===== config.mk =====
export PLATFORM = sky130hd
export DESIGN_NAME = bankreg_file
export DESIGN_NICKNAME = d
export VERILOG_FILES = /design/src/rtl/bankreg_pkg.sv /design/src/rtl/bankreg_resolve.sv /design/src/rtl/bankreg_ctl.sv /design/src/rtl/bankreg_gpr.sv /design/src/rtl/bankreg_file.sv
export SDC_FILE = /design/constraint.sdc
export NUM_CORES = 2
export LEC_CHECK = 0
export CAP_MARGIN = 40
export CORE_MARGIN = 10
export CORE_UTILIZATION = 56
export CTS_CLUSTER_SIZE = 28
export DETAILED_ROUTE_END_ITERATION = 7
export GPL_ROUTABILITY_DRIVEN = 0
export GPL_TIMING_DRIVEN = 1
export PLACE_DENSITY_LB_ADDON = 0.2
export SLEW_MARGIN = 20
export SYNTH_ARGS = -nofsm -noshare
export SYNTH_HDL_FRONTEND = slang
export SYNTH_SLANG_ARGS = --single-unit

===== constraint.sdc =====
create_clock -name clk -period 7.15 [get_ports clk]
set_clock_uncertainty 0.2 [all_clocks]
set_input_delay 1.7875 -clock clk [delete_from_list [all_inputs] [get_ports clk]]
set_output_delay 1.7875 -clock clk [all_outputs]
set_load 0.01 [all_outputs]

===== src/rtl/bankreg_pkg.sv =====
// Package: shared target classes and fixed control-region offsets for the
// two-bank register file. Assumes a 7-bit offset and an 8-bit pointer.
package bankreg_pkg;

    // What an access finally lands on after address resolution.
    typedef enum logic [1:0] {
        TGT_NONE = 2'd0,   // reads 0, write dropped
        TGT_STAT = 2'd1,   // status register
        TGT_PTR  = 2'd2,   // pointer register
        TGT_GPR  = 2'd3    // general-purpose byte
    } tgt_e;

    localparam int OFS_IND  = 0;  // virtual indirect location
    localparam int OFS_PTR  = 1;  // pointer register, both banks
    localparam int OFS_STAT = 2;  // status register, both banks
    localparam int BANK_BIT = 5;  // status bit that selects the bank

endpackage


===== src/rtl/bankreg_resolve.sv =====
// Module: bankreg_resolve
// Turns a direct offset plus the current bank bit, or the pointer when the
// offset is the indirect location, into a target class, a bank and a
// general-purpose index. Purely combinational.
// Assumes DATA_W == ADDR_W + 1 (pointer top bit is the bank).
module bankreg_resolve
    import bankreg_pkg::*;
#(
    parameter int ADDR_W    = 7,
    parameter int DATA_W    = 8,
    parameter int SFR_COUNT = 12,
    parameter int BANK_SPAN = 80,
    localparam int GPR_DEPTH = BANK_SPAN - SFR_COUNT,
    localparam int GIDX_W    = $clog2(GPR_DEPTH)
) (
    input  logic [ADDR_W-1:0] addr,
    input  logic              bank_sel,
    input  logic [DATA_W-1:0] ptr_val,
    output tgt_e              tgt,
    output logic              tgt_bank,
    output logic [GIDX_W-1:0] gpr_idx
);

    logic [ADDR_W-1:0] eff_ofs;
    logic [ADDR_W-1:0] rel_ofs;

    // Pick effective bank and offset: pointer for indirect, else direct.
    always_comb begin
        if (addr == ADDR_W'(OFS_IND)) begin
            eff_ofs  = ptr_val[ADDR_W-1:0];
            tgt_bank = ptr_val[DATA_W-1];
        end else begin
            eff_ofs  = addr;
            tgt_bank = bank_sel;
        end
    end

    // Classify the effective offset into a target.
    always_comb begin
        rel_ofs = eff_ofs - ADDR_W'(SFR_COUNT);
        gpr_idx = rel_ofs[GIDX_W-1:0];
        if (eff_ofs == ADDR_W'(OFS_STAT))
            tgt = TGT_STAT;
        else if (eff_ofs == ADDR_W'(OFS_PTR))
            tgt = TGT_PTR;
        else if (eff_ofs < ADDR_W'(SFR_COUNT))
            tgt = TGT_NONE;             // indirect self-reference and spare control slots
        else if (eff_ofs < ADDR_W'(BANK_SPAN))
            tgt = TGT_GPR;
        else
            tgt = TGT_NONE;             // beyond the implemented span
    end

endmodule


===== src/rtl/bankreg_ctl.sv =====
// Module: bankreg_ctl
// Holds the status and pointer registers shared by both banks.
// Assumes at most one of the two write enables is high in a cycle.
module bankreg_ctl #(
    parameter int DATA_W = 8
) (
    input  logic              clk,
    input  logic              rst_n,
    input  logic              wr_stat,
    input  logic              wr_ptr,
    input  logic [DATA_W-1:0] wdata,
    output logic [DATA_W-1:0] stat_q,
    output logic [DATA_W-1:0] ptr_q
);

    // Status register update.
    always_ff @(posedge clk) begin
        if (!rst_n)       stat_q <= '0;
        else if (wr_stat) stat_q <= wdata;
    end

    // Pointer register update.
    always_ff @(posedge clk) begin
        if (!rst_n)      ptr_q <= '0;
        else if (wr_ptr) ptr_q <= wdata;
    end

endmodule


===== src/rtl/bankreg_gpr.sv =====
// Module: bankreg_gpr
// One bank of general-purpose bytes: synchronous write, asynchronous read.
// An index at or above DEPTH reads zero and does not write.
module bankreg_gpr #(
    parameter int DEPTH  = 68,
    parameter int DATA_W = 8,
    localparam int IDX_W = $clog2(DEPTH)
) (
    input  logic              clk,
    input  logic              rst_n,
    input  logic              we,
    input  logic [IDX_W-1:0]  idx,
    input  logic [DATA_W-1:0] wdata,
    output logic [DATA_W-1:0] rdata
);

    logic [DATA_W-1:0] mem [DEPTH];
    logic              idx_ok;

    // Guard against indexes past the array end.
    assign idx_ok = 32'(idx) < DEPTH;

    // Clear on reset, store on write.
    always_ff @(posedge clk) begin
        if (!rst_n) begin
            for (int i = 0; i < DEPTH; i++) mem[i] <= '0;
        end else if (we && idx_ok) begin
            mem[idx] <= wdata;
        end
    end

    // Combinational read port.
    assign rdata = idx_ok ? mem[idx] : '0;

endmodule


===== src/rtl/bankreg_file.sv =====
// Module: bankreg_file (top)
// Two-bank byte register file with a pointer-driven indirect location.
// Read data is registered one edge after rd_en; writes land at the edge.
// Assumes a single bank-select bit in status, hence exactly two banks.
module bankreg_file
    import bankreg_pkg::*;
#(
    parameter int ADDR_W    = 7,
    parameter int DATA_W    = 8,
    parameter int SFR_COUNT = 12,
    parameter int BANK_SPAN = 80
) (
    input  logic              clk,
    input  logic              rst_n,
    input  logic              rd_en,
    input  logic              wr_en,
    input  logic [ADDR_W-1:0] addr,
    input  logic [DATA_W-1:0] wdata,
    output logic [DATA_W-1:0] rdata,
    output logic [DATA_W-1:0] ptr
);

    localparam int NUM_BANKS = 2;
    localparam int GPR_DEPTH = BANK_SPAN - SFR_COUNT;
    localparam int GIDX_W    = $clog2(GPR_DEPTH);

    tgt_e              tgt;
    logic              tgt_bank;
    logic [GIDX_W-1:0] gpr_idx;
    logic [DATA_W-1:0] stat_q;
    logic [DATA_W-1:0] ptr_q;
    logic [DATA_W-1:0] bank_rd [NUM_BANKS];
    logic [DATA_W-1:0] rd_val;

    bankreg_resolve #(
        .ADDR_W   (ADDR_W),
        .DATA_W   (DATA_W),
        .SFR_COUNT(SFR_COUNT),
        .BANK_SPAN(BANK_SPAN)
    ) u_resolve (
        .addr    (addr),
        .bank_sel(stat_q[BANK_BIT]),
        .ptr_val (ptr_q),
        .tgt     (tgt),
        .tgt_bank(tgt_bank),
        .gpr_idx (gpr_idx)
    );

    bankreg_ctl #(.DATA_W(DATA_W)) u_ctl (
        .clk    (clk),
        .rst_n  (rst_n),
        .wr_stat(wr_en && (tgt == TGT_STAT)),
        .wr_ptr (wr_en && (tgt == TGT_PTR)),
        .wdata  (wdata),
        .stat_q (stat_q),
        .ptr_q  (ptr_q)
    );

    // One storage bank per value of the bank-select bit.
    for (genvar b = 0; b < NUM_BANKS; b++) begin : g_bank
        bankreg_gpr #(.DEPTH(GPR_DEPTH), .DATA_W(DATA_W)) u_gpr (
            .clk  (clk),
            .rst_n(rst_n),
            .we   (wr_en && (tgt == TGT_GPR) && (tgt_bank == 1'(b))),
            .idx  (gpr_idx),
            .wdata(wdata),
            .rdata(bank_rd[b])
        );
    end

    // Select the byte the resolved target presents.
    always_comb begin
        case (tgt)
            TGT_STAT: rd_val = stat_q;
            TGT_PTR:  rd_val = ptr_q;
            TGT_GPR:  rd_val = bank_rd[tgt_bank];
            default:  rd_val = '0;
        endcase
    end

    // Capture read data on the read strobe, hold otherwise.
    always_ff @(posedge clk) begin
        if (!rst_n)     rdata <= '0;
        else if (rd_en) rdata <= rd_val;
    end

    assign ptr = ptr_q;

endmodule


* Word-level counts from Yosys, hierarchy flattened
Memory sizes are Yosys's and may differ from the RTL's.
Index checks and enable logic that the tools add are counted.
** Cells by class
- Add/sub/neg operators :: 1
- Order comparisons :: 4
- Equal/unequal tests :: 5
- Muxes and demuxes :: 25
- Bitwise logic cells :: 2
- Reduce and logical (&&, ||, !) cells :: 10
** Operator list (number)
- $mux 8 :: 7
- $pmux 8 s3 :: 1
- $mux 7 :: 3
- $reduce_or 8->1 :: 2
- $lt 7x7->1 const B :: 2
- $mux 1 :: 10
- $mux 2 :: 4
- $eq 7x1->1 const B :: 1
- $eq 7x2->1 const B :: 1
- $logic_and 1x1->1 :: 7
- $logic_not 7->1 :: 1
- $lt 7x4->1 const B :: 1
- $sub 7x4->7 const B :: 1
- $eq 2x2->1 const B :: 2
- $eq 2x1->1 const B :: 1
- $ge 2x2->1 const B :: 1
- $not 1->2 :: 1
- $not 1->1 :: 1
** Storage, ports and cells
- Register bits :: 24
- RAM bits :: 1088
- Output and inout port bits :: 16
- Logic and storage cells :: 52
- Memories :: 2
** Memory list
- g_bank[0].u_gpr.mem :: depth 68, width 8, rd ports 1, clocked after memory_dff 0, write ports 68, line bankreg_gpr.sv:17 : logic [DATA_W-1:0] mem [DEPTH];
- g_bank[1].u_gpr.mem :: depth 68, width 8, rd ports 1, clocked after memory_dff 0, write ports 68, line bankreg_gpr.sv:17

* Longest topological paths before layout
- Word-level depth :: 16
- Gate-level depth with buffers :: 22
- Mapped depth without buffers :: 13

* Hierarchy
From an unflattened synthesis, not the netlist that was laid out.
** Second synthesis, totals
- Cells, all modules :: 4558
- Area total of the unflattened synthesis :: 60748.3 µm²
** By module, submodules not included
- bankreg_gpr :: times used 2, cells each 2199, area an instance 29614.7 µm²
- bankreg_ctl :: times used 1, cells each 51, area an instance 608.1 µm²
- bankreg_file :: times used 1, cells each 55, area an instance 543.0 µm²
- bankreg_resolve :: times used 1, cells each 54, area an instance 367.9 µm²

* Least setup slack after synthesis
No wires, ideal clock.
- Path type :: in2reg
- Start :: input addr[5]
- End :: memory g_bank[1].u_gpr.mem[17][0] (enable)
- Setup time :: 0.384 ns
- Arrival time :: 6.282 ns
- Data required time :: 6.566 ns
- Slack :: 0.284 ns
- Stages :: 20
- Buffers on the path :: 9
- Path through :: buf_2 > nor4_4 > buf_2 > a21oi_2 > clkinv_1 > buf_2 > buf_1 > buf_1 > ha_1 > or3_1 > a21o_1 > a221o_1 > buf_2 > o31ai_4 > nand3_2 > buf_6 > or3_1 > buf_4 > buf_6 > o21ai_0
** RTL lines
- from (decl) :: line bankreg_file.sv:17 : input logic [ADDR_W-1:0] addr,
- to (decl) :: line bankreg_gpr.sv:17

* Worst setup path in the final report
- Start :: input addr[3]
- End :: register rdata[6]
** On the way
- Word-level cells in the longest chain between the ends :: 9
- Elaborated cells on any way between the ends :: 25
** Ends and longest elaborated chain
- $logic_not 7->1 :: line bankreg_resolve.sv:29 : if (addr == ADDR_W'(OFS_IND)) begin
- $mux 7 :: line bankreg_resolve.sv:29
- $sub 7x4->7 or $lt 7x7->1 (tied branches) :: line bankreg_resolve.sv:40, bankreg_resolve.sv:48
- $mem_v2 68x8 (tied with other cells)
- $mux 8 or $mux 2 (tied branches) :: line bankreg_gpr.sv:33, bankreg_resolve.sv:46
- $mux 8 (implied by the code) or $mux 2 (tied branches) :: line bankreg_file.sv:76, bankreg_resolve.sv:44
- $mux 8 (implied by the code) or $mux 2 (tied branches) :: line bankreg_file.sv:76, bankreg_resolve.sv:42
- $mux 8 (implied by the code) (tied with other cells) :: line bankreg_file.sv:76 : TGT_GPR: rd_val = bank_rd[tgt_bank];
- $pmux 8 s3 (*) :: line bankreg_file.sv:73 : case (tgt)
- to (signal assigned) :: line bankreg_file.sv:84 : else if (rd_en) rdata <= rd_val;
- to (decl) :: line bankreg_file.sv:19 : output logic [DATA_W-1:0] rdata,
Every way passes the cells marked *; elsewhere a longest branch is shown, timed or not. The select of a mux whose other input is x is not followed.
A chain may end at the register's enable or synchronous reset.

==> impl.org <==
** Critical path
- Worst Path Max Fanout :: 16
- Crit path cell chain :: clkdlybuf4s50_1 > or4_4 > nor3_4 > a21o_1 > ha_2 > clkinv_1 > buf_4 > nor2_1 > mux2i_4 > buf_4 > nor3_1 > o41a_1 > a2111oi_0 > clkbuf_1 > buf_4 > o31a_1
- Crit path capture :: rdata[6]$_SDFFE_PN0P_
- Reg-to-reg critical path endpoint :: rdata[6]$_SDFFE_PN0P_
- For the worst flop-to-flop path, the logic depth is 15.
- Data arrival at the endpoint of the critical path :: between 6 and 7 ns
- Flop-to-flop setup slack :: roughly 1.9 ns
- The worst setup path is of the in -> reg kind.
- The slowest stage of the critical path is the or4_4 cell.
- In this run the critical register-to-register path is launched from u_ctl.ptr_q[2]$_SDFFE_PN0P_.
- CP delay by family, top :: buffers and inverters
- The most numerous cell type found on the critical path is buf_4.
- The number of buffers and inverters on the critical path is 6.
- Worst path depth :: 16
- Startpoint type of the worst setup path :: input pin
- STA classifies the critical path endpoint as a flip-flop.
- For the worst setup path, the data required time is roughly 7.7 ns.
- Start point of the critical path :: addr[3]
- For this run, the slowest stage of the critical path takes 0.60 ns.

** Clocking
- Gates resized during post-CTS repair numbered 0.
- In this run, CTS created clock tree buffers numbering about 160.
- At the later pin of the worst-skew pair, clock insertion delay measures around 0.8 ns.
- Clock tree synthesis selected as its root buffer the cell clkbuf_16.
- Maximum count of clock buffers along a single path :: 3
- Number of buffers inserted to repair setup after CTS :: 0
- Clock edge transition at the registers on the reported setup and hold paths :: approximately 0.060 ns
- TritonCTS clock tree :: built
- The tree built by TritonCTS fans out to approximately 1.6k sinks.
- The H-tree was split into 4 levels.
- Hold repair after CTS inserted 0 buffers.

** Logic synthesis
- Yosys printed 0 warnings.
- Mean post-synth cell area :: ~13 sq um
- Area share of the leading cell type in the synthesized netlist :: 0.664
- Total standard cell area after synthesis :: between 60,000 and 70,000 sq um
- Top FF cell, synth :: edfxtp_1
- For this run, the register share of the synthesized area comes to 0.671.
- Synth async-reset ratio :: 0
- The synthesized design contains ~1.6k register bits.
- Number of enable-type register cells in the synthesized netlist :: between 1.5k and 2k
- Summed over all instances, the cell type with the most area after synthesis is edfxtp_1.
- Top post-synthesis cells by area :: edfxtp_1 66%, and2_1 9.9%, nand2_1 2.5%, o22ai_1 1.6%, o21ai_0 1.6%
- Mapped Cells :: between 5k and 6k
- Yosys mapped the design onto 91 distinct sky130hd cell types.

** Timing
- Final worst path period share :: 0.865
- RSZ-0062 raised after global routing :: no
- Final critical delay including setup and external delays :: 6.19 ns
- Final max-slew violation count :: 0
- Maximum clock rate :: roughly 160 MHz
- Relative slew margins :: 0.331
- Final setup violation count :: 0
- Least-Margin Pin Slew :: 0.995 ns
- In the post-route analysis, the smallest setup slack over all paths is ~0.96 ns.
- Setup TNS :: 0 ns
- The final-report hold violation count came to 0.
- Worst hold-check slack :: approximately 0.27 ns

** Pwr
- Worst ir drop on vdd :: around 270 uV
- Summing internal, switching and leakage power gives 20.7 mW.
- Dividing total power by cell area gives a power density of ~260 nW/um^2.
- Leakage power total :: 28.8 nW

** Final layout
- At the end of the flow, the number of nets in the layout was roughly 6.0k.
- Once layout is complete, the utilization of the core stands at 0.653.
- Final standard cell area without fillers :: between 70,000 and 80,000 sq um
- Number of fill cells :: between 9k and 10k
- Once layout is complete, the cells apart from fillers number 7,719.
- Compared with the post-synthesis result, the final layout area differs by 15.4%.
- In the final layout, the share of cells above drive strength 1 is 0.128.

** Outcome
- The run finished, with violations left.
- Failing checks :: DRC

** Job
- Max-cap violations in this run came to 0.

** Drt
- In this run the remaining antenna-violating nets after routing total 0.
- The final layout contains routed wiring with a total length of between 200 and 250 mm.
- Vias after detailed routing :: a little under 50k
- WL/cell :: approximately 30 microns
- After detailed routing, the number of vias per cell comes to 6.43.
- The first TritonRoute pass finished after 8 iterations.
- Number of DRC violations after detailed routing :: 1
- The first routing iteration left approximately 8k violations.

** Place
- Setup Slack @ Placement :: between 0.15 and 0.2 ns
- Port-buffer cells :: 34
- In this run, placement finished with an instance count of between 7k and 8k.
- Post-DP Area :: ~75,000 sq um
- The wire-length estimate of the detail-placed layout is about 140 mm.

** Die
- Die extent in x :: about 370 microns
- The core region is 122,000 sq um.
- # IOs :: 35
- For this configuration, the core starts out at a cell density of 0.565.
- Die Footprint :: about 140,000 sq um
- The floorplan step set the die height to around 370 microns.
- The initialized floorplan defines around 130 standard-cell rows.

** Global routing
- After global routing the overflow that remains totals 0.
- The first global-routing pass estimated about 320 mm of wire.
- Vias in the first global route :: roughly 47k
- Across every metal layer, demand over resource in global routing totals 0.322.
- The number of antenna violations at the first check in global routing came to 13.
- Entering global routing, the biggest net connects between 100 and 150 pins.

** Min path
- Hold Path Class :: reg -> reg
==> worst min path at each step <==
stage | start | to | depth (start not counted)
finish | u_ctl.stat_q[4]$_SDFFE_PN0P_ | u_ctl.stat_q[4]$_SDFFE_PN0P_ | 2
global route | u_ctl.stat_q[4]$_SDFFE_PN0P_ | u_ctl.stat_q[4]$_SDFFE_PN0P_ | 2
CTS | u_ctl.stat_q[4]$_SDFFE_PN0P_ | u_ctl.stat_q[4]$_SDFFE_PN0P_ | 2
detailed placement | u_ctl.stat_q[4]$_SDFFE_PN0P_ | u_ctl.stat_q[4]$_SDFFE_PN0P_ | 2
global placement | u_ctl.stat_q[2]$_SDFFE_PN0P_ | u_ctl.stat_q[2]$_SDFFE_PN0P_ | 2
floorplan | u_ctl.stat_q[0]$_SDFFE_PN0P_ | u_ctl.stat_q[0]$_SDFFE_PN0P_ | 2
==> power breakdown <==
part,switching [mW],internal [mW],leakage (nW)
clock network,3.55,4.74,2.50
logic,1.35,0.488,10.9
registers,0.152,10.5,15.4
total,5.06,15.7,28.8
==> flip-flops by register name (all words and copies together), names as in the netlist <==
signal and count:
g_bank.u_gpr.mem 1528, u_ctl.stat_q 8, u_ctl.ptr_q 8, rdata 8
==> routing by layer <==
layer | track usage | routed length, microns
met1 | 0.435 | 82400
met2 | 0.482 | 99000
met3 | 0.0816 | 30900
met4 | 0.167 | 13400
met5 | 0 | 92
==> synth_stat cells (10+ instances only) <==
cell	number
o31a_1	10
and3_1	11
o32ai_1	50
o22ai_1	182
mux2i_1	55
o221ai_1	92
nor2_2	84
dfxtp_1	24
buf_6	19
edfxtp_1	1528
o21ai_1	23
nor4_1	22
or3_1	27
nand2b_1	11
a311oi_1	10
a22oi_1	21
buf_2	107
a21boi_0	16
nor2_4	15
o22a_1	40
a21oi_1	139
nor2b_1	13
inv_1	33
o211ai_1	23
a221o_1	10
nand4_1	22
a32oi_1	35
o21ai_0	215
nor2_1	139
a211oi_1	45
buf_1	50
clkbuf_1	283
nor3_1	47
buf_4	11
nand3_1	127
o2111ai_1	19
nand2_1	468
a221oi_1	36
a31oi_1	78
and2_1	1091
o31ai_1	18
==> placed cells by master (no fill, tap or decap), drive strengths merged, types with 60 or more instances in the layout <==
master and n:
o221ai 92, nand2 469, edfxtp 1528, clkbuf 209, a21oi 140, and2 1092
buf 398, nor2 243, o22ai 182, o21ai 239, nand3 129, a31oi 78
clkinv 60, conb 440
==> final cells by class <==
| type | instances | area (sq um) | area share |
|---|---|---|---|
| repair buffers | 423 | 3720 | 0.0467 |
| clock inverters | 83 | 820 | 0.0103 |
| clock buffers | 207 | 4290 | 0.0537 |
| well taps | 1625 | 2030 | 0.0255 |
| diodes | 2 | 5.00 | 0.0000627 |
| flip-flops and latches | 1552 | 46400 | 0.581 |
| inverters | 35 | 133 | 0.00166 |
| multi-input cells | 3792 | 22400 | 0.281 |
==> tightest hold or removal path, stage by stage, from the launching register on <==
cell      delay [ns]
dfxtp_1         0.31
nand2_1         0.05
a21boi_0        0.07
==> logic make-up (layout without fill, tap and decap cells) <==
| kind of cell | count (synthesis) | count (layout) | share of synthesized area |
|---|---|---|---|
| AOI/OAI and AO/OA | 1174 | 1174 | 0.118 |
| adders and majority gates | 2 | 2 | 0.000362 |
| buffers and inverters | 505 | 748 | 0.0320 |
| other | 1 | 442 | 0.0000543 |
| xor gates and xnor gates | 2 | 2 | 0.000254 |
| muxes | 63 | 63 | 0.00927 |
| DFF | 1552 | 1552 | 0.671 |
| and+or+nand+nor | 2111 | 2111 | 0.169 |
Note: power is estimated with default switching activity, not from simulation.
